File: src/rtl/csa_pkg.sv
`timescale 1ns/1ps
package csa_pkg;
   // Which internal carry scheme a slice adder uses
   typedef enum logic {
      CSA_CHAIN     = 1'b0,
      CSA_LOOKAHEAD = 1'b1
   } csa_slice_kind_e;
endpackage

File: src/rtl/csa_fa.sv
`timescale 1ns/1ps
module csa_fa (
   input  logic x,
   input  logic y,
   input  logic ci,
   output logic s,
   output logic co
);
   logic hx;
   assign hx = x ^ y;
   assign s  = hx ^ ci;
   assign co = (x & y) | (hx & ci);
endmodule

File: src/rtl/csa_slice_add.sv
`timescale 1ns/1ps
module csa_slice_add #(
   parameter int                       BW   = 4,
   parameter csa_pkg::csa_slice_kind_e KIND = csa_pkg::CSA_CHAIN
) (
   input  logic [BW-1:0] x,
   input  logic [BW-1:0] y,
   input  logic          ci,
   output logic [BW-1:0] s,
   output logic          co
);
   if (BW < 1) begin : g_bad_bw
      $error("csa_slice_add: BW must be at least 1");
   end

   logic [BW:0] c;
   assign c[0] = ci;
   assign co   = c[BW];

   if (KIND == csa_pkg::CSA_CHAIN) begin : g_chain
      for (genvar i = 0; i < BW; i++) begin : g_bit
         csa_fa u_fa (
            .x (x[i]),
            .y (y[i]),
            .ci(c[i]),
            .s (s[i]),
            .co(c[i+1])
         );
      end
   end else begin : g_look
      logic [BW-1:0] gen, prp;
      assign gen = x & y;
      assign prp = x ^ y;
      // every carry is a flat OR of generate terms masked by propagate runs
      always_comb begin
         logic run;
         for (int i = 0; i < BW; i++) begin
            c[i+1] = gen[i];
            run    = prp[i];
            for (int j = i - 1; j >= 0; j--) begin
               c[i+1] = c[i+1] | (run & gen[j]);
               run    = run & prp[j];
            end
            c[i+1] = c[i+1] | (run & ci);
         end
      end
      assign s = prp ^ c[BW-1:0];
   end
endmodule

File: src/rtl/csa_sel_mux.sv
`timescale 1ns/1ps
module csa_sel_mux #(
   parameter int BW = 4
) (
   input  logic          sel,
   input  logic [BW-1:0] s_lo,
   input  logic          c_lo,
   input  logic [BW-1:0] s_hi,
   input  logic          c_hi,
   output logic [BW-1:0] s_out,
   output logic          c_out
);
   assign s_out = sel ? s_hi : s_lo;
   assign c_out = sel ? c_hi : c_lo;
endmodule

File: src/rtl/csa_adder.sv
`timescale 1ns/1ps
module csa_adder #(
   parameter int                       WIDTH = 16,
   parameter int                       BLK   = 4,
   parameter csa_pkg::csa_slice_kind_e KIND  = csa_pkg::CSA_CHAIN
) (
   input  logic [WIDTH-1:0] a,
   input  logic [WIDTH-1:0] b,
   input  logic             cin,
   output logic [WIDTH-1:0] sum,
   output logic             cout
);
   localparam int NBLK = (BLK > 0) ? WIDTH / BLK : 1;

   if (BLK < 1 || WIDTH < 1 || (WIDTH % BLK) != 0) begin : g_bad_geom
      $error("csa_adder: WIDTH must be a positive multiple of BLK");
   end

   // blk_cin[k] is the resolved carry entering slice k
   logic [NBLK:0]              blk_cin;
   logic [NBLK-1:0][BLK-1:0]   blk_sum0, blk_sum1;
   logic [NBLK-1:0]            blk_c0, blk_c1;

   assign blk_cin[0] = cin;
   assign cout       = blk_cin[NBLK];

   for (genvar k = 0; k < NBLK; k++) begin : g_slice
      if (k == 0) begin : g_base
         csa_slice_add #(.BW(BLK), .KIND(KIND)) u_add (
            .x (a[BLK-1:0]),
            .y (b[BLK-1:0]),
            .ci(blk_cin[0]),
            .s (blk_sum0[0]),
            .co(blk_c0[0])
         );
         assign blk_sum1[0]  = blk_sum0[0];
         assign blk_c1[0]    = blk_c0[0];
         assign sum[BLK-1:0] = blk_sum0[0];
         assign blk_cin[1]   = blk_c0[0];
      end else begin : g_upper
         csa_slice_add #(.BW(BLK), .KIND(KIND)) u_add0 (
            .x (a[k*BLK +: BLK]),
            .y (b[k*BLK +: BLK]),
            .ci(1'b0),
            .s (blk_sum0[k]),
            .co(blk_c0[k])
         );
         csa_slice_add #(.BW(BLK), .KIND(KIND)) u_add1 (
            .x (a[k*BLK +: BLK]),
            .y (b[k*BLK +: BLK]),
            .ci(1'b1),
            .s (blk_sum1[k]),
            .co(blk_c1[k])
         );
         csa_sel_mux #(.BW(BLK)) u_mux (
            .sel  (blk_cin[k]),
            .s_lo (blk_sum0[k]),
            .c_lo (blk_c0[k]),
            .s_hi (blk_sum1[k]),
            .c_hi (blk_c1[k]),
            .s_out(sum[k*BLK +: BLK]),
            .c_out(blk_cin[k+1])
         );
      end
   end
endmodule

File: config.mk
export PLATFORM = sky130hd
export DESIGN_NAME = csa_adder
export DESIGN_NICKNAME = d
export VERILOG_FILES = /design/src/rtl/csa_pkg.sv /design/src/rtl/csa_fa.sv /design/src/rtl/csa_slice_add.sv /design/src/rtl/csa_sel_mux.sv /design/src/rtl/csa_adder.sv
export SDC_FILE = /design/constraint.sdc
export NUM_CORES = 1
export LEC_CHECK = 0
export CAP_MARGIN = 20
export CORE_ASPECT_RATIO = 0.9
export CORE_MARGIN = 4
export CORE_UTILIZATION = 34
export DETAILED_ROUTE_END_ITERATION = 10
export PLACE_DENSITY_LB_ADDON = 0.08
export SKIP_LAST_GASP = 1
export SYNTH_ARGS = -nofsm -noshare
export SYNTH_HDL_FRONTEND = slang
export SYNTH_HIERARCHICAL = 1
export SYNTH_SLANG_ARGS = --single-unit
File: constraint.sdc
create_clock -name vclk -period 4.44
set_clock_uncertainty 0.05 [all_clocks]
set_input_delay 0.888 -clock vclk [all_inputs]
set_output_delay 0.888 -clock vclk [all_outputs]
set_load 0.03 [all_outputs]
==> summary.txt, run 1 <==
Status
  • Status: finished, violations left
  • Failing checks: setup timing

Critical path
  • Crit Path Category: input pin to output pin
  • CP endpoint kind: output pin
  • Crit path DAT: 3.60 ns
  • Max FO, Critical Path: 5
  • Req. time, crit path: 3.50 ns
  • Startpoint Class: input pin

Power and ir drop
  • Power Density: 219.9 mW/mm^2
  • Static Leak: 0.5397 nW
  • VDD IR max: between 0.1 and 0.15 mV

Placement
  • Port bufs: 50
  • Post-detail-place hpwl: 1.725 mm
  • Final Wtd Congestion: 0.7140

STA
  • Highest clock rate: roughly 220 MHz
  • Setup violators final: 5
  • Min Tclk post-route: approximately 4.5 ns
  • Worst setup margin: -0.09477 ns
  • RSZ-0062 raised after global routing: true
  • Final period util: 1.021
  • Hold Violations, Final: 0
  • Worst hold slack: 2.323 ns
  • Setup_tns: -0.4612 ns
  • Final-report max-slew violation count: 0

Yosys
  • Yosys warnings: 6
  • Syn avg cell area: 16.38 sq um
  • Yosys cell types: 3
  • Cell area after synthesis: 737.0 sq um
  • Cell accounting for the most synthesized area: fa_1
  • Area share of the largest cell type after synthesis: 0.7606
  • Synth top area cells: fa_1 (76%), mux2_2 (23%), conb_1 (1.0%)
  • Cell count after synthesis: 45
  • Sequential fraction of the synthesis area: 0

Floorplanning
  • Total core area: 0.001989 sq mm
  • Starting Density: 0.3704
  • Site Rows: 15
  • Die footprint: 0.002977 sq mm
  • Die height: 52.17 um
  • Die W: 57.08 um
  • # IOs: 50

Cells and area
  • Seq cells: 0
  • Proportion of layout cells with a drive suffix above 1: 0.5050
  • Layout Utilization: 0.6667
  • Area grow syn2layout: 79.97%
  • Area of the multi-input gates: 815.8 sq um
  • Ant. Diodes: 0
  • Filler Cell Count: 164
  • CLK BUF: 0
  • # nets final: about 160
  • Register area: 0 sq um

Hold path
  • Hold Path Class: input pin to output pin
  • Hold path depth: 4

Route
  • Avg WL per Cell: 13.94 um
  • DRT antenna net count: 0
  • Post-route DRC: 0
  • Via count: between 500 and 600
  • Via-to-Cell Ratio: around 4.5
  • DRT Pass-1 Iters: 3
  • Initial drt markers: 1
  • Total wire length: 1.757 mm

Global route
  • Congestion Overflow GR: 0
  • Vias in the first global route: 705
  • Initial antenna violation count: 0
  • First-pass GRT wire length: 3.022 mm
  • Largest net degree at the start of global routing: 6
  • Gr usage total: 0.1298

Job
  • # Max-Cap Violations: 0

CTS
  • Post-CTS Setup Repair Bufs: 0
-- routing by layer --
metal	GRT usage	vias to the layer above	wire length, um
met5	0	-	0
met4	0	0	0
met3	0.02978	0	202
met2	0.2548	34	916
met1	0.1528	279	637
li1	-	255	-
-- metrics by stage --
step / total power [mW] / setup slack, ns / cell area (sq um) / cells
2_1_floorplan: 0.1717 / 0.03033 / 785.8 / 49
3_3_place_gp: 0.2845 / -1.005 / 1310 / 126
3_5_place_dp: 0.2914 / -1.060 / 1310 / 126
4_1_cts: 0.2985 / -0.1128 / 1324 / 126
5_1_grt: 0.3189 / -0.1480 / 1326 / 126
6_report: 0.2917 / -0.09477 / 1326 / 126
-- cells by family (layout without fill, tap and decap cells) --
kind of cell,Yosys count,count (layout),synth area share
buffers and inverters,0,52,0
muxes,15,15,0.2292
other,2,6,0.01019
adders and majority gates,28,28,0.7606
-- power breakdown --
group | internal [mW] | total [mW] | switching [mW]
registers | 0 | 0 | 0
logic | 0.144 | 0.292 | 0.147
clock network | 0 | 0 | 0
-- path summary, 6_finish.rpt --
path / startpoint / endpoint / slack (ns)
max: b[0] / sum[15] / -0.09
min: b[4] / sum[4] / 2.32
-- cells in the final DEF (no fill, tap or decap), drive strengths merged --
master and n:
mux2 15, dlygate4sd2 3, buf 21, fa 28, clkdlybuf4s50 27, conb 6
dlymetal6s2s 1
-- worst max-delay path: stages --
cell and delay [ns]:
buf_6 0.09, fa_2 0.37, fa_2 0.34, fa_2 0.35, fa_2 0.41, mux2_4 0.32
mux2_4 0.35, mux2_4 0.31, buf_6 0.14
-- synthesized netlist by cell type --
library cell,number
conb_1,2
fa_1,28
mux2_2,15
-- layout make-up --
class / count / area share
Tap cell: 25 / 0.02358
Multi-Input combinational cell: 49 / 0.6151
Timing Repair Buffer: 52 / 0.3613
-- timing repair --
| item | CTS | global route |
|---|---|---|
| resized for setup | 71 | 1 |
| hold buffers | 0 | 0 |
| hold endpoints to repair | 0 | 0 |
| pin swaps | 7 | 3 |
| setup endpoints to repair | 10 | 5 |
Note: power is estimated with default switching activity, not from simulation.
==> inputs of run 2 (changes only) <==
- CORE_MARGIN: 4 -> not set
==> run 2 against run 1 <==
The flow still finishes with violations (setup timing). Via count grew 3.5%. Setup slack gained 0.040 ns. Sequential cell count is the same. Die area shrank 21%. Worst hold slack gained 0.023 ns. First-iteration DRC count shrank 100%. Sequential share of layout area is the same. Count of clock-buffer cells in the layout is the same. Combinational power is essentially flat. Fmax grew 0.89%. Core utilization grew 0.51 points.
==> summary.txt, run 2 (synthesis results as in run 1) <==
Placement
  • Port bufs: 50 (unchanged)
  • Area after DPL: 0.001310 sq mm (unchanged)
  • Final Wtd Congestion: 0.6432 (was 0.7140)
  • Post-detail-place hpwl: 1.513 mm (was 1.725 mm)

Global route
  • First-pass GRT wire length: 2.656 mm (was 3.022 mm)
  • Congestion Overflow GR: 0 (unchanged)
  • Gr usage total: 0.1511 (was 0.1298)
  • Largest net degree at the start of global routing: 6 (unchanged)
  • Initial antenna violation count: 0 (unchanged)
  • Vias in the first global route: 633 (was 705)

Cells and area
  • Seq cells: 0 (unchanged)
  • Commonest non-fill, non-tap cell in the layout: clkdlybuf4s50_1 (unchanged)
  • Register area: 0 sq um (unchanged)
  • Proportion of layout cells with a drive suffix above 1: 0.4851 (was 0.5050)
  • Filler Cell Count: 162 (was 164)
  • Ant. Diodes: 0 (unchanged)
  • Most frequent cells in the layout: clkdlybuf4s50_1 (26), fa_1 (15), fa_2 (13), buf_4 (11), mux2_2 (8) (was clkdlybuf4s50_1 (27), fa_2 (15), fa_1 (13), buf_4 (11), mux2_2 (8))
  • Area grow syn2layout: 79.63% (was 79.97%)
  • # nets final: 164 (unchanged)
  • CLK BUF: 0 (unchanged)
  • Post-route cell area: 0.001324 sq mm (was 0.001326 sq mm)

Status
  • Status: finished, violations left (unchanged)
  • Failing checks: setup timing (unchanged)

Route
  • Via-to-Cell Ratio: 4.667 (was 4.508)
  • Initial drt markers: 0 (was 1)
  • Avg WL per Cell: 12.44 um (was 13.94 um)
  • Met1 Wirelength: 588 um (was 637 um)
  • Post-route DRC: 0 (unchanged)
  • DRT antenna net count: 0 (unchanged)
  • DR top layer: met3 (unchanged)
  • DRT Pass-1 Iters: 1 (was 3)
  • Total wire length: 1.567 mm (was 1.757 mm)
  • Metal3 WL: 140 um (was 202 um)
  • Met2 WL: 838 um (was 916 um)
  • Via count: 588 (was 568)

Power and ir drop
  • Power Density: 218.8 mW/mm^2 (was 219.9 mW/mm^2)
  • VDD IR max: 0.1142 mV (was 0.1109 mV)
  • Static Leak: 0.5505 nW (was 0.5397 nW)

Floorplanning
  • Total core area: 0.001971 sq mm (was 0.001989 sq mm)
  • Die W: 51.08 um (was 57.08 um)
  • Die footprint: 0.002358 sq mm (was 0.002977 sq mm)
  • Site Rows: 15 (unchanged)
  • # IOs: 50 (unchanged)
  • Starting Density: 0.3740 (was 0.3704)
  • Die height: 46.17 um (was 52.17 um)

Critical path
  • CP endpoint kind: output pin (unchanged)
  • Max FO, Critical Path: 5 (unchanged)
  • Largest incremental delay on the critical path: 0.38 ns (was 0.41 ns)
  • Req. time, crit path: 3.50 ns (about the same)
  • Crit Path Category: input pin to output pin (unchanged)
  • CP Cell Sequence: buf_6 -> fa_2 -> fa_2 -> fa_2 -> fa_2 -> mux2_4 -> mux2_4 -> mux2_4 -> buf_6 (unchanged)
  • Crit-path most repeated cell: fa_2 (unchanged)
  • Critical-path top delay cell: fa_2 (unchanged)
  • Startpoint Class: input pin (unchanged)
  • Crit path DAT: 3.56 ns (was 3.60 ns)

STA
  • Final period util: 1.012 (was 1.021)
  • Min Tclk post-route: 4.495 ns (was 4.535 ns)
  • Setup_tns: -0.2617 ns (was -0.4612 ns)
  • Hold Violations, Final: 0 (unchanged)
  • RSZ-0062 raised after global routing: true (unchanged)
  • Worst setup margin: -0.05461 ns (was -0.09477 ns)
  • Setup violators final: 5 (unchanged)
  • Worst hold slack: 2.347 ns (was 2.323 ns)
  • Highest clock rate: 222.5 MHz (was 220.5 MHz)
  • Final-report max-slew violation count: 0 (unchanged)

Hold path
  • Hold Path Class: input pin to output pin (unchanged)

CTS
  • Post-CTS Setup Repair Bufs: 0 (unchanged)
  • Hold-fix buffers, CTS: 0 (unchanged)

Job
  • # Max-Cap Violations: 0 (unchanged)
## run 2: layout make-up
class                      instances  area [sq um]  share of cell area
multi-input combinational         49         810.8              0.6125
tap                               25         31.28             0.02363
timing repair buffer              52         481.7              0.3639
## run 2: per-stage QoR
step | total power [mW] | instances | setup WS, ns | utilization
floorplan | 0.1717 | 49 | 0.03033 | -
global placement | 0.2834 | 126 | -0.9963 | 0.6648
detailed placement | 0.2888 | 126 | -1.045 | 0.6648
CTS | 0.2952 | 126 | -0.1020 | 0.6679
global route | 0.3134 | 126 | -0.1177 | 0.6717
finish | 0.2897 | 126 | -0.05461 | 0.6717
## run 2: report_power, final
part	internal [mW]	total [mW]	switching (mW)	leakage, nW
clock	0	0	0	0
combinational	0.144	0.290	0.146	0.550
sequential	0	0	0	0
total	0.144	0.290	0.146	0.550
## run 2: layer usage
layer / vias up / track usage
met3: 0 / 0.01320
met1: 302 / 0.1967
li1: 256 / -
met4: 0 / 0
met2: 30 / 0.2921
met5: - / 0
## run 2: timing repair
item	CTS	global route
setup endpoints to repair	10	5
pin swaps	7	5
gates resized for setup	68	3
## run 2: final timing paths
kind	from	to	slack, ns	cells after the start
worst max-delay path	b[0]	sum[15]	-0.05	9
worst min-delay path	a[4]	sum[4]	2.35	4
## run 2: critical path, delay by kind of cell
family                     cells  cell delay, ns
muxes                          3            0.98
adders and majority gates      4            1.44
buffers and inverters          2            0.23
